==> src/rtl/twh_pkg.sv <==
package twh_pkg;

    typedef enum logic [1:0] {
        ST_IDLE = 2'd0,
        ST_REQ  = 2'd1,
        ST_WAIT = 2'd2,
        ST_HASH = 2'd3
    } walk_state_e;

    localparam int unsigned HASH_STAGES = 6;

endpackage

==> src/rtl/twh_hash_stage.sv <==
module twh_hash_stage #(
    parameter int unsigned          DATA_W = 32,
    parameter bit                   AFFINE = 1'b1,
    parameter logic [DATA_W-1:0]    MUL    = '0,
    parameter logic [DATA_W-1:0]    KEY    = '0,
    parameter int unsigned          SHIFT  = 1
) (
    input  logic              clk,
    input  logic              rst_n,
    input  logic              in_valid,
    input  logic [DATA_W-1:0] in_data,
    output logic              out_valid,
    output logic [DATA_W-1:0] out_data
);

    logic              vld_d, vld_q;
    logic [DATA_W-1:0] dat_d, dat_q;
    logic [DATA_W-1:0] mix;

    generate
        if (AFFINE) begin : g_affine
            always_comb mix = (in_data * MUL) + KEY;
        end else begin : g_xorshift
            always_comb mix = in_data ^ KEY ^ (in_data >> SHIFT);
        end
    endgenerate

    always_comb begin
        vld_d = in_valid;
        dat_d = in_valid ? mix : dat_q;
    end

    always_ff @(posedge clk or negedge rst_n) begin
        if (!rst_n) begin
            vld_q <= 1'b0;
            dat_q <= '0;
        end else begin
            vld_q <= vld_d;
            dat_q <= dat_d;
        end
    end

    assign out_valid = vld_q;
    assign out_data  = dat_q;

endmodule

==> src/rtl/twh_hash_pipe.sv <==
module twh_hash_pipe #(
    parameter int unsigned                DATA_W  = 32,
    parameter logic [2:0][DATA_W-1:0]     AFF_MUL = '0,
    parameter logic [2:0][DATA_W-1:0]     AFF_ADD = '0,
    parameter logic [2:0][DATA_W-1:0]     XS_KEY  = '0,
    parameter logic [2:0][5:0]            XS_SH   = '0
) (
    input  logic              clk,
    input  logic              rst_n,
    input  logic              in_valid,
    input  logic [DATA_W-1:0] in_data,
    output logic              out_valid,
    output logic [DATA_W-1:0] out_data
);

    import twh_pkg::*;

    logic              vld [HASH_STAGES+1];
    logic [DATA_W-1:0] dat [HASH_STAGES+1];

    assign vld[0] = in_valid;
    assign dat[0] = in_data;

    generate
        for (genvar s = 0; s < HASH_STAGES; s++) begin : g_stage
            localparam bit          IS_AFF = ((s % 2) == 0);
            localparam int unsigned J      = s / 2;
            twh_hash_stage #(
                .DATA_W (DATA_W),
                .AFFINE (IS_AFF),
                .MUL    (AFF_MUL[J]),
                .KEY    (IS_AFF ? AFF_ADD[J] : XS_KEY[J]),
                .SHIFT  (int'(XS_SH[J]))
            ) i_stage (
                .clk       (clk),
                .rst_n     (rst_n),
                .in_valid  (vld[s]),
                .in_data   (dat[s]),
                .out_valid (vld[s+1]),
                .out_data  (dat[s+1])
            );
        end
    endgenerate

    assign out_valid = vld[HASH_STAGES];
    assign out_data  = dat[HASH_STAGES];

endmodule

==> src/rtl/twh_walk_ctrl.sv <==
module twh_walk_ctrl #(
    parameter int unsigned DATA_W    = 32,
    parameter int unsigned MAX_DEPTH = 10,
    parameter int unsigned ROUNDS    = 16,
    localparam int unsigned IDX_W    = MAX_DEPTH + 1,
    localparam int unsigned RND_W    = $clog2(ROUNDS + 1)
) (
    input  logic              clk,
    input  logic              rst_n,
    input  logic              start,
    input  logic [DATA_W-1:0] init_val,
    output logic              mem_req,
    output logic [IDX_W-1:0]  mem_addr,
    input  logic              mem_rvalid,
    input  logic [DATA_W-1:0] mem_rdata,
    output logic              hash_in_valid,
    output logic [DATA_W-1:0] hash_in_data,
    input  logic              hash_valid,
    input  logic [DATA_W-1:0] hash_data,
    output logic              done,
    output logic [DATA_W-1:0] result_val,
    output logic [IDX_W-1:0]  result_idx
);

    import twh_pkg::*;

    localparam logic [IDX_W:0]   NODE_COUNT = (IDX_W+1)'((1 << (MAX_DEPTH + 1)) - 1);
    localparam logic [IDX_W-1:0] FIRST_LEAF = IDX_W'((1 << MAX_DEPTH) - 1);
    localparam logic [RND_W-1:0] LAST_RND   = RND_W'(ROUNDS - 1);

    typedef struct packed {
        walk_state_e       st;
        logic [IDX_W-1:0]  idx;
        logic [DATA_W-1:0] val;
        logic [RND_W-1:0]  rnd;
        logic              done;
    } walk_regs_t;

    walk_regs_t q, d;
    logic [IDX_W:0] child_w;

    always_comb begin
        child_w = {q.idx, 1'b0} + (IDX_W+1)'(1) + {{IDX_W{1'b0}}, hash_data[0]};
    end

    always_comb begin
        d      = q;
        d.done = 1'b0;
        unique case (q.st)
            ST_IDLE: begin
                if (start) begin
                    d.val = init_val;
                    d.idx = '0;
                    d.rnd = '0;
                    d.st  = ST_REQ;
                end
            end
            ST_REQ: begin
                d.st = ST_WAIT;
            end
            ST_WAIT: begin
                if (mem_rvalid) begin
                    d.st = ST_HASH;
                end
            end
            ST_HASH: begin
                if (hash_valid) begin
                    d.val = hash_data;
                    d.idx = (child_w >= NODE_COUNT) ? '0 : child_w[IDX_W-1:0];
                    if (q.rnd == LAST_RND) begin
                        d.st   = ST_IDLE;
                        d.done = 1'b1;
                    end else begin
                        d.rnd = q.rnd + RND_W'(1);
                        d.st  = ST_REQ;
                    end
                end
            end
            default: d.st = ST_IDLE;
        endcase
    end

    always_ff @(posedge clk or negedge rst_n) begin
        if (!rst_n) begin
            q <= '{st: ST_IDLE, idx: '0, val: '0, rnd: '0, done: 1'b0};
        end else begin
            q <= d;
        end
    end

    assign mem_req       = (q.st == ST_REQ);
    assign mem_addr      = q.idx;
    assign hash_in_valid = (q.st == ST_WAIT) && mem_rvalid;
    assign hash_in_data  = q.val ^ mem_rdata;
    assign done          = q.done;
    assign result_val    = q.val;
    assign result_idx    = q.idx;

    // a start taken while idle leads straight to a root request
    a_r2_first_req_root: assert property (@(posedge clk) disable iff (!rst_n)
        (q.st == ST_IDLE && start) |=> (mem_req && mem_addr == '0));

    // a request never lasts longer than one cycle
    a_r3_req_single: assert property (@(posedge clk) disable iff (!rst_n)
        mem_req |=> !mem_req);

    // a hash result only arrives while the walk waits for it
    a_r3_hash_when_waiting: assert property (@(posedge clk) disable iff (!rst_n)
        hash_valid |-> (q.st == ST_HASH));

    // an even hash taken above the last level lands on an odd (left) index
    a_r5_left_child_odd: assert property (@(posedge clk) disable iff (!rst_n)
        (q.st == ST_HASH && hash_valid && !hash_data[0] && q.idx < FIRST_LEAF)
        |=> q.idx[0]);

    // stepping off the deepest level returns the walker to the root
    a_r6_overflow_root: assert property (@(posedge clk) disable iff (!rst_n)
        (q.st == ST_HASH && hash_valid && q.idx >= FIRST_LEAF) |=> (q.idx == '0));

    // done is a single-cycle pulse
    a_r7_done_pulse: assert property (@(posedge clk) disable iff (!rst_n)
        done |=> !done);

    // requested addresses stay inside the tree
    a_r10_addr_in_tree: assert property (@(posedge clk) disable iff (!rst_n)
        mem_req |-> ({1'b0, mem_addr} < NODE_COUNT));

endmodule

==> src/rtl/tree_walk_hasher.sv <==
module tree_walk_hasher #(
    parameter int unsigned              DATA_W    = 32,
    parameter int unsigned              MAX_DEPTH = 10,
    parameter int unsigned              ROUNDS    = 16,
    parameter logic [2:0][DATA_W-1:0]   AFF_MUL   = {DATA_W'(9), DATA_W'(33), DATA_W'(4097)},
    parameter logic [2:0][DATA_W-1:0]   AFF_ADD   = {DATA_W'(32'h9E3779B9), DATA_W'(32'h27D4EB2F),
                                                     DATA_W'(32'h3C6EF372)},
    parameter logic [2:0][DATA_W-1:0]   XS_KEY    = {DATA_W'(32'h85EBCA6B), DATA_W'(32'h165667B1),
                                                     DATA_W'(32'h5BD1E995)},
    parameter logic [2:0][5:0]          XS_SH     = {6'd16, 6'd9, 6'd19},
    localparam int unsigned             IDX_W     = MAX_DEPTH + 1
) (
    input  logic              clk,
    input  logic              rst_n,
    input  logic              start,
    input  logic [DATA_W-1:0] init_val,
    output logic              mem_req,
    output logic [IDX_W-1:0]  mem_addr,
    input  logic              mem_rvalid,
    input  logic [DATA_W-1:0] mem_rdata,
    output logic              done,
    output logic [DATA_W-1:0] result_val,
    output logic [IDX_W-1:0]  result_idx
);

    logic              h_in_valid;
    logic [DATA_W-1:0] h_in_data;
    logic              h_out_valid;
    logic [DATA_W-1:0] h_out_data;

    twh_walk_ctrl #(
        .DATA_W    (DATA_W),
        .MAX_DEPTH (MAX_DEPTH),
        .ROUNDS    (ROUNDS)
    ) i_ctrl (
        .clk           (clk),
        .rst_n         (rst_n),
        .start         (start),
        .init_val      (init_val),
        .mem_req       (mem_req),
        .mem_addr      (mem_addr),
        .mem_rvalid    (mem_rvalid),
        .mem_rdata     (mem_rdata),
        .hash_in_valid (h_in_valid),
        .hash_in_data  (h_in_data),
        .hash_valid    (h_out_valid),
        .hash_data     (h_out_data),
        .done          (done),
        .result_val    (result_val),
        .result_idx    (result_idx)
    );

    twh_hash_pipe #(
        .DATA_W  (DATA_W),
        .AFF_MUL (AFF_MUL),
        .AFF_ADD (AFF_ADD),
        .XS_KEY  (XS_KEY),
        .XS_SH   (XS_SH)
    ) i_hash (
        .clk       (clk),
        .rst_n     (rst_n),
        .in_valid  (h_in_valid),
        .in_data   (h_in_data),
        .out_valid (h_out_valid),
        .out_data  (h_out_data)
    );

endmodule

==> config.mk <==
export PLATFORM = sky130hd
export DESIGN_NAME = tree_walk_hasher
export DESIGN_NICKNAME = d
export VERILOG_FILES = /design/src/rtl/twh_pkg.sv /design/src/rtl/twh_hash_stage.sv /design/src/rtl/twh_hash_pipe.sv /design/src/rtl/twh_walk_ctrl.sv /design/src/rtl/tree_walk_hasher.sv
export SDC_FILE = /design/constraint.sdc
export NUM_CORES = 1
export LEC_CHECK = 0
export ABC_AREA = 1
export BUFFER_PORTS_ARGS = -buffer_cell sky130_fd_sc_hd__buf_4
export CAP_MARGIN = 20
export CELL_PAD_IN_SITES_DETAIL_PLACEMENT = 2
export CELL_PAD_IN_SITES_GLOBAL_PLACEMENT = 2
export CORE_ASPECT_RATIO = 0.7
export CORE_UTILIZATION = 37
export DETAILED_ROUTE_END_ITERATION = 10
export GPL_ROUTABILITY_DRIVEN = 0
export HOLD_SLACK_MARGIN = 0.08
export PLACE_DENSITY_LB_ADDON = 0.1
export SYNTH_ARGS = -nofsm -noshare
export SYNTH_HDL_FRONTEND = slang
export SYNTH_SLANG_ARGS = --single-unit
==> constraint.sdc <==
create_clock -name clk -period 5.2 [get_ports clk]
set_input_delay 0.78 -clock clk [delete_from_list [all_inputs] [get_ports clk]]
set_output_delay 0.78 -clock clk [all_outputs]
set_load 0.005 [all_outputs]
# Yosys cells after proc, flatten, opt, wreduce, memory -nomap -nowiden
# Cells that the tools add are included.
[totals]
regBits = 249
inputBits = 68
out_inout_bits = 56
wordCells = 58
[classes]
n_addsub = 6
mul = 3
order_cmp = 1
eq_ne = 8
mux = 10
bitwise = 7
reduce_logical = 6
[ops]
columns = ["cell", "count"]
rows = [
  ["$pmux 48 s2", 1],
  ["$add 32x30->32 const B", 2],
  ["$mux 51", 1],
  ["$mux 50", 1],
  ["$not 18->18", 2],
  ["$add 32x32->32 const B", 1],
  ["$mul 32x13->32 const B", 1],
  ["$mul 32x4->32 const B", 1],
  ["$mul 32x6->32 const B", 1],
  ["$xor 32x13->32", 1],
  ["$xor 32x16->32", 1],
  ["$xor 32x23->32", 1],
  ["$xor 32x32->32", 1],
  ["$not 16->16", 1],
  ["$add 12x1->12", 1],
  ["$add 12x1->12 const B", 1],
  ["$ge 12x11->1 const B", 1],
  ["$mux 11", 1],
  ["$pmux 2 s4", 1],
  ["$ne 2x2->1 const B", 3],
  ["$reduce_and 3->1", 2],
  ["$add 5x1->5 const B", 1],
  ["$eq 5x4->1 const B", 1],
  ["$mux 5", 1],
  ["9 further kinds", 12],
]

# Logic depth before layout (Yosys ltp)
[logic_depth]
depth_word = 6
mapped_depth = 24
ltp_nobuf = 24

# Cells and area by module
# From an unflattened synthesis, not the netlist that was laid out.
[unflattened]
hier_cells = 2968
area_unflattened_um2 = 20801.2
[modules_own_cells]
columns = ["mod", "instances", "cells_each", "area_each_um2", "seq_area_each_um2"]
rows = [
  ["twh_hash_stage (i_hash.g_stage[4].i_stage)", 1, 674, 4321.6, 825.8],
  ["twh_hash_stage (i_hash.g_stage[2].i_stage)", 1, 661, 4292.9, 825.8],
  ["twh_hash_stage (i_hash.g_stage[0].i_stage)", 1, 630, 4251.6, 825.8],
  ["twh_walk_ctrl", 1, 441, 3512.1, 1276.2],
  ["twh_hash_stage (i_hash.g_stage[3].i_stage)", 1, 205, 1524.0, 825.8],
  ["twh_hash_stage (i_hash.g_stage[5].i_stage)", 1, 185, 1486.4, 825.8],
  ["twh_hash_stage (i_hash.g_stage[1].i_stage)", 1, 172, 1412.6, 825.8],
]

# Least setup slack after synthesis
# Ideal clock, no wire load.
[synth_path]
path_type = "input port to flip-flop"
start = "input mem_rdata[4]"
end = "register i_hash.g_stage[0].i_stage.dat_q[28]"
setup_ps = 118
arrival_time_ps = 3935
required_ps = 5082
path_slack_ps = 1147
cell_stages = 23
path_buffers = 0
cell_sequence = "xor2_1 > inv_1 > ha_1 > inv_1 > ha_1 > inv_1 > fa_1 > inv_1 > ha_1 > inv_1 > fa_1 > inv_1 > ha_1 > nand2_1 > inv_1 > nand2_1 > inv_1 > a21oi_1 > nor2_1 > nor2_1 > nand3_1 > nand3_1 > nand2_1"
[synth_between]
elab_chain_len = 3
[synth_lines]
columns = ["item", "line", "rtl"]
rows = [
  ["from (decl)", "tree_walk_hasher.sv:20", "input logic [DATA_W-1:0] mem_rdata,"],
  ["$xor 32x32->32", "twh_walk_ctrl.sv:94", "assign hash_in_data = q.val ^ mem_rdata;"],
  ["$mul 32x13->32", "twh_hash_stage.sv:22", "always_comb mix = (in_data * MUL) + KEY;"],
  ["$add 32x30->32", "twh_hash_stage.sv:22", ""],
  ["to (signal assigned)", "twh_hash_stage.sv:39", "dat_q <= dat_d;"],
  ["to (decl)", "twh_hash_stage.sv:17", "logic [DATA_W-1:0] dat_d, dat_q;"],
]
# No other way between the ends.
# A chain may end at the register's enable or synchronous reset.

# Final worst setup path
[layout_path]
start = "register i_ctrl.q (netlist bit i_ctrl.result_val[7])"
end = "register i_hash.g_stage[0].i_stage.dat_q[30]"
[layout_between]
elab_chain_len = 3
[layout_lines]
columns = ["item", "line", "rtl"]
rows = [
  ["from (decl)", "twh_walk_ctrl.sv:39", "walk_regs_t q, d;"],
  ["from (signal assigned)", "twh_walk_ctrl.sv:85", "q <= '{st: ST_IDLE, idx: '0, val: '0, rnd: '0, done: 1'b0};"],
  ["$xor 32x32->32", "twh_walk_ctrl.sv:94", ""],
  ["$mul 32x13->32", "twh_hash_stage.sv:22", ""],
  ["$add 32x30->32", "twh_hash_stage.sv:22", ""],
]
# No other way between the ends.

==> impl_summary.txt <==
----------------------------------------------------
[Final layout]
  End-of-flow core utilization ... 0.423
  Synth-to-Final Area Change ... 11.7%
  Share of cells above drive strength 1 ... 0.0830
  ANT cells ... 0
  Net count of the finished layout ... 2961

[Run]
  Maxcap violations ... 0

[Logic synthesis]
  Most instantiated cells after synthesis ... 742 x sky130_fd_sc_hd__nand2_1, 353 x sky130_fd_sc_hd__inv_1, 249 x sky130_fd_sc_hd__dfrtp_1
  Dominant combinational cell family by area after synthesis ... simple AND/OR/NAND/NOR gates
  Synth async-reset ratio ... 1.00
  Most frequently used cell type in the post-synthesis netlist ... sky130_fd_sc_hd__nand2_1
  Synthesis-stage register bit count ... 249
  Adder-Cell Fraction of Synth Area ... 0.188
  Mux contribution to synthesized area ... 0.000579
  Cell type contributing the most total cell area after synthesis ... sky130_fd_sc_hd__dfrtp_1
  Compound-Gate Fraction of Synth Area ... 0.0874
  Syn. warnings ... 0
  Avg Cell Area, Syn ... 7.59 um^2
  Area share of the largest cell type after synthesis ... 0.320
  Top FF cell, synth ... sky130_fd_sc_hd__dfrtp_1
  Combined area of all synthesized cells ... 19500 um^2
  Share of synthesized area occupied by flip-flops and latches ... 0.320
  Net count after synthesis ... 2897
  Synth top area cells ... sky130_fd_sc_hd__dfrtp_1 32%, sky130_fd_sc_hd__nand2_1 14%, sky130_fd_sc_hd__ha_1 14%
  Simple-gate share of the synthesized area ... 0.247
  Count of flip-flops with a built-in enable after synthesis ... 0
  Number of distinct standard cells referenced by the synthesized netlist ... 47
  Fraction of synthesized cell area in xor and xnor cells ... 0.0568
  Cells after Synth ... 2565

[Floorplan]
  Die Footprint ... 53500 um^2
  Starting density of the core ... 0.379
  Die Height ... 194 um
  Std-Cell Rows ... 69
  Count of boundary I/O pins ... 124
  Chip Width ... 276 um
  Core footprint ... 51400 um^2

[Timing]
  Skew final ... 0.0489 ns
  Fraction of the cycle the final worst path needs ... 0.884
  Crit path time final ... 4.60 ns
  Sum of negative setup slack ... 0 ns
  Final count of pins violating max slew ... 0
  Finish-stage setup viols ... 0
  Slew of the pin with the lowest slew margin ... 1.04 ns
  Number of endpoints with negative hold slack in the final report ... 0
  RSZ-0062 raised after global routing ... false
  Worst max-slew margin expressed relative to the limit ... 0.306
  Peak clock frequency supported by timing ... 218 MHz

[Pwr]
  Pwr/cell area ... 227 nW/um^2
  Largest voltage drop on the vdd net ... 0.240 mV
  Leakage power of the design ... 11.8 nW

[Drt]
  Post-Route M1 WL ... 37600 um
  DRT antenna net count ... 0
  Routed vias ... 17713
  Sum of met3 wire segment lengths after detailed routing ... 3360 um
  Highest routing layer actually used ... met5
  Routed via count divided by cell count ... 5.33
  Drt total wl ... 72600 um
  Number of DRC violations after detailed-routing iteration 0 ... 1191
  Drt first pass iters ... 6
  Detail-routed net length per standard cell ... 21.8 um
  Remaining routing DRC violations ... 0
  Met2 wire length ... 30900 um

[Clocking]
  Number of buffers added for setup after CTS ... 0
  Clk sinks ... 249
  CTS buffer count ... 28
  Max H-tree Level ... 1
  CTS tree ... built
  Post-cts resize count ... 0
  Buffer levels on the longest clock path ... 3
  Clock-pin slew of the registers on the worst-case setup and hold paths ... 0.07 ns
  Clock latency at the later pin of the worst-skew pair ... 0.60 ns
  Number of hold buffers added after cts ... 0
  Clock root buffer ... sky130_fd_sc_hd__clkbuf_16

[Setup path]
  Most numerous cell on the critical path ... sky130_fd_sc_hd__nand2_1
  CP arrival ... 5.07 ns
  Family with the most delay on the worst path ... adder cells
  Critical-path maximum fanout ... 5
  CP cell instances ... xnor2_1 > inv_1 > ha_1 > inv_1 > ha_1 > fa_1 > ha_1 > inv_1 > fa_1 > inv_1 > ha_1 > nand2_1 > nor2_1 > nand2_1 > nor3_1 > nand2_1 > nand3_1 > nand2_1 > nand3_1 > nand2_1
  Critical path buffers and inverters ... 4
  Critical Path Source Type ... flip-flop
  CP Class ... reg -> reg
  Required time reported for the critical path endpoint ... 5.68 ns
  Kind of end point of the critical path ... flip-flop
  Biggest cell delay along the critical path ... 0.51 ns
  Slowest-stage cell, CP ... sky130_fd_sc_hd__xnor2_1

[Place]
  Count of input and output buffers ... 123
  Hpwl dp ... 59900 um

[Global routing]
  Initial antenna violation count ... 2
  Via count of the first global-routing pass ... 18910
  Pin count of the biggest net entering global routing ... 109
  Total overflow reported by the global router ... 0
  Wire length of the first global-routing pass ... 114000 um
  Global-route usage over all layers ... 0.272

[Run status]
  Result of the run ... finished, final reports clean

[Worst hold path]
  Hold crit path type ... in -> async

----------------------------------------------------
-- through the flow --
stage / hold WS [ns] / total power [mW] / setup slack (ns) / area [um^2] / std cells
final: 0.225 / 4.94 / 0.605 / 21700 / 3325
after floorplan: 0.352 / 2.50 / 1.15 / 19500 / 2565
after global routing: 0.260 / 5.14 / 0.440 / 21700 / 3325
after global placement: 0.462 / 2.86 / 0.541 / 20700 / 3271
after CTS: 0.242 / 4.96 / 0.736 / 21700 / 3323
after detailed placement: 0.469 / 2.90 / 0.353 / 20700 / 3271
-- layout by cell type, fill, tap and decap left out, drive strengths merged --
cell type	instances
a21o	1
o22ai	2
nand2	748
nor2	134
nor4	2
a21boi	1
or2	8
fa	47
clkbuf	40
o21ai	195
buf	139
a32o	1
nand4	29
o21bai	10
mux2	1
nand3	188
nor3b	2
nand2b	1
and2	4
xor2	61
clkinvlp	2
inv	362
nor3	16
o211ai	8
nand3b	14
dfrtp	249
o21a	1
ha	217
bufinv	1
xnor2	63
a31oi	11
a21oi	86
clkinv	7
-- kinds of logic (layout without fill, tap and decap cells) --
family                     after synthesis  count (layout)
AOI/OAI and AO/OA                      316             316
DFF                                    249             249
xor gates and xnor gates               124             124
buffers and inverters                  465             551
and+or+nand+nor                       1146            1146
muxes                                    1               1
adders and majority gates              264             264
-- sequential cells by signal, indices dropped and copies added, names as in the netlist --
register / flops
i_ctrl.done: 1
i_ctrl.mem_addr: 11
i_ctrl.q: 7
i_ctrl.result_val: 32
i_hash.g_stage.i_stage.out_data: 192
i_hash.g_stage.i_stage.out_valid: 6
-- worst register-to-register path, delay by kind of cell, from the launching register on --
family	cells	cell delay, ns
and+or+nand+nor	9	1.09
DFF	1	0.45
xor gates and xnor gates	1	0.51
adders and majority gates	6	1.94
buffers and inverters	4	0.50
-- final timing paths --
kind | start | to | slack [ns] | depth (start not counted)
max reg2reg | i_ctrl.result_val[7]$_DFFE_PN0P_ | i_hash.g_stage[0].i_stage.out_data[30]$_DFFE_PN0P_ | 0.60 | 20
max | i_ctrl.result_val[7]$_DFFE_PN0P_ | i_hash.g_stage[0].i_stage.out_data[30]$_DFFE_PN0P_ | 0.60 | 20
max in group asynchronous | rst_n | i_hash.g_stage[0].i_stage.out_data[6]$_DFFE_PN0P_ | 3.74 | 2
min | rst_n | i_ctrl.mem_addr[7]$_DFFE_PN0P_ | 0.23 | 1
min in group clk | init_val[12] | i_ctrl.result_val[12]$_DFFE_PN0P_ | 0.42 | 3
min reg2reg | i_hash.g_stage[3].i_stage.out_data[30]$_DFFE_PN0P_ | i_hash.g_stage[3].i_stage.out_data[30]$_DFFE_PN0P_ | 0.49 | 2
-- layout make-up --
cell class	instances	area, um^2
inverters	360	1350
flip-flops and latches	249	6230
clock inverters	12	134
fillers	5968	29600
clock buffers	40	806
repair buffers	139	1100
multi-input cells	1851	11300
well taps	674	843
-- metal layers --
metal	vias up	track usage
met5	-	0
li1	8270	-
met1	9028	0.421
met2	360	0.412
met3	53	0.0341
met4	2	0.0294
-- report_power, final --
part           switching, mW  internal (mW)  total, mW
clock network          0.895           1.14       2.04
registers            0.00821           1.94       1.95
logic                  0.657          0.296      0.953
No activity file was read; power rests on OpenSTA's default activity.
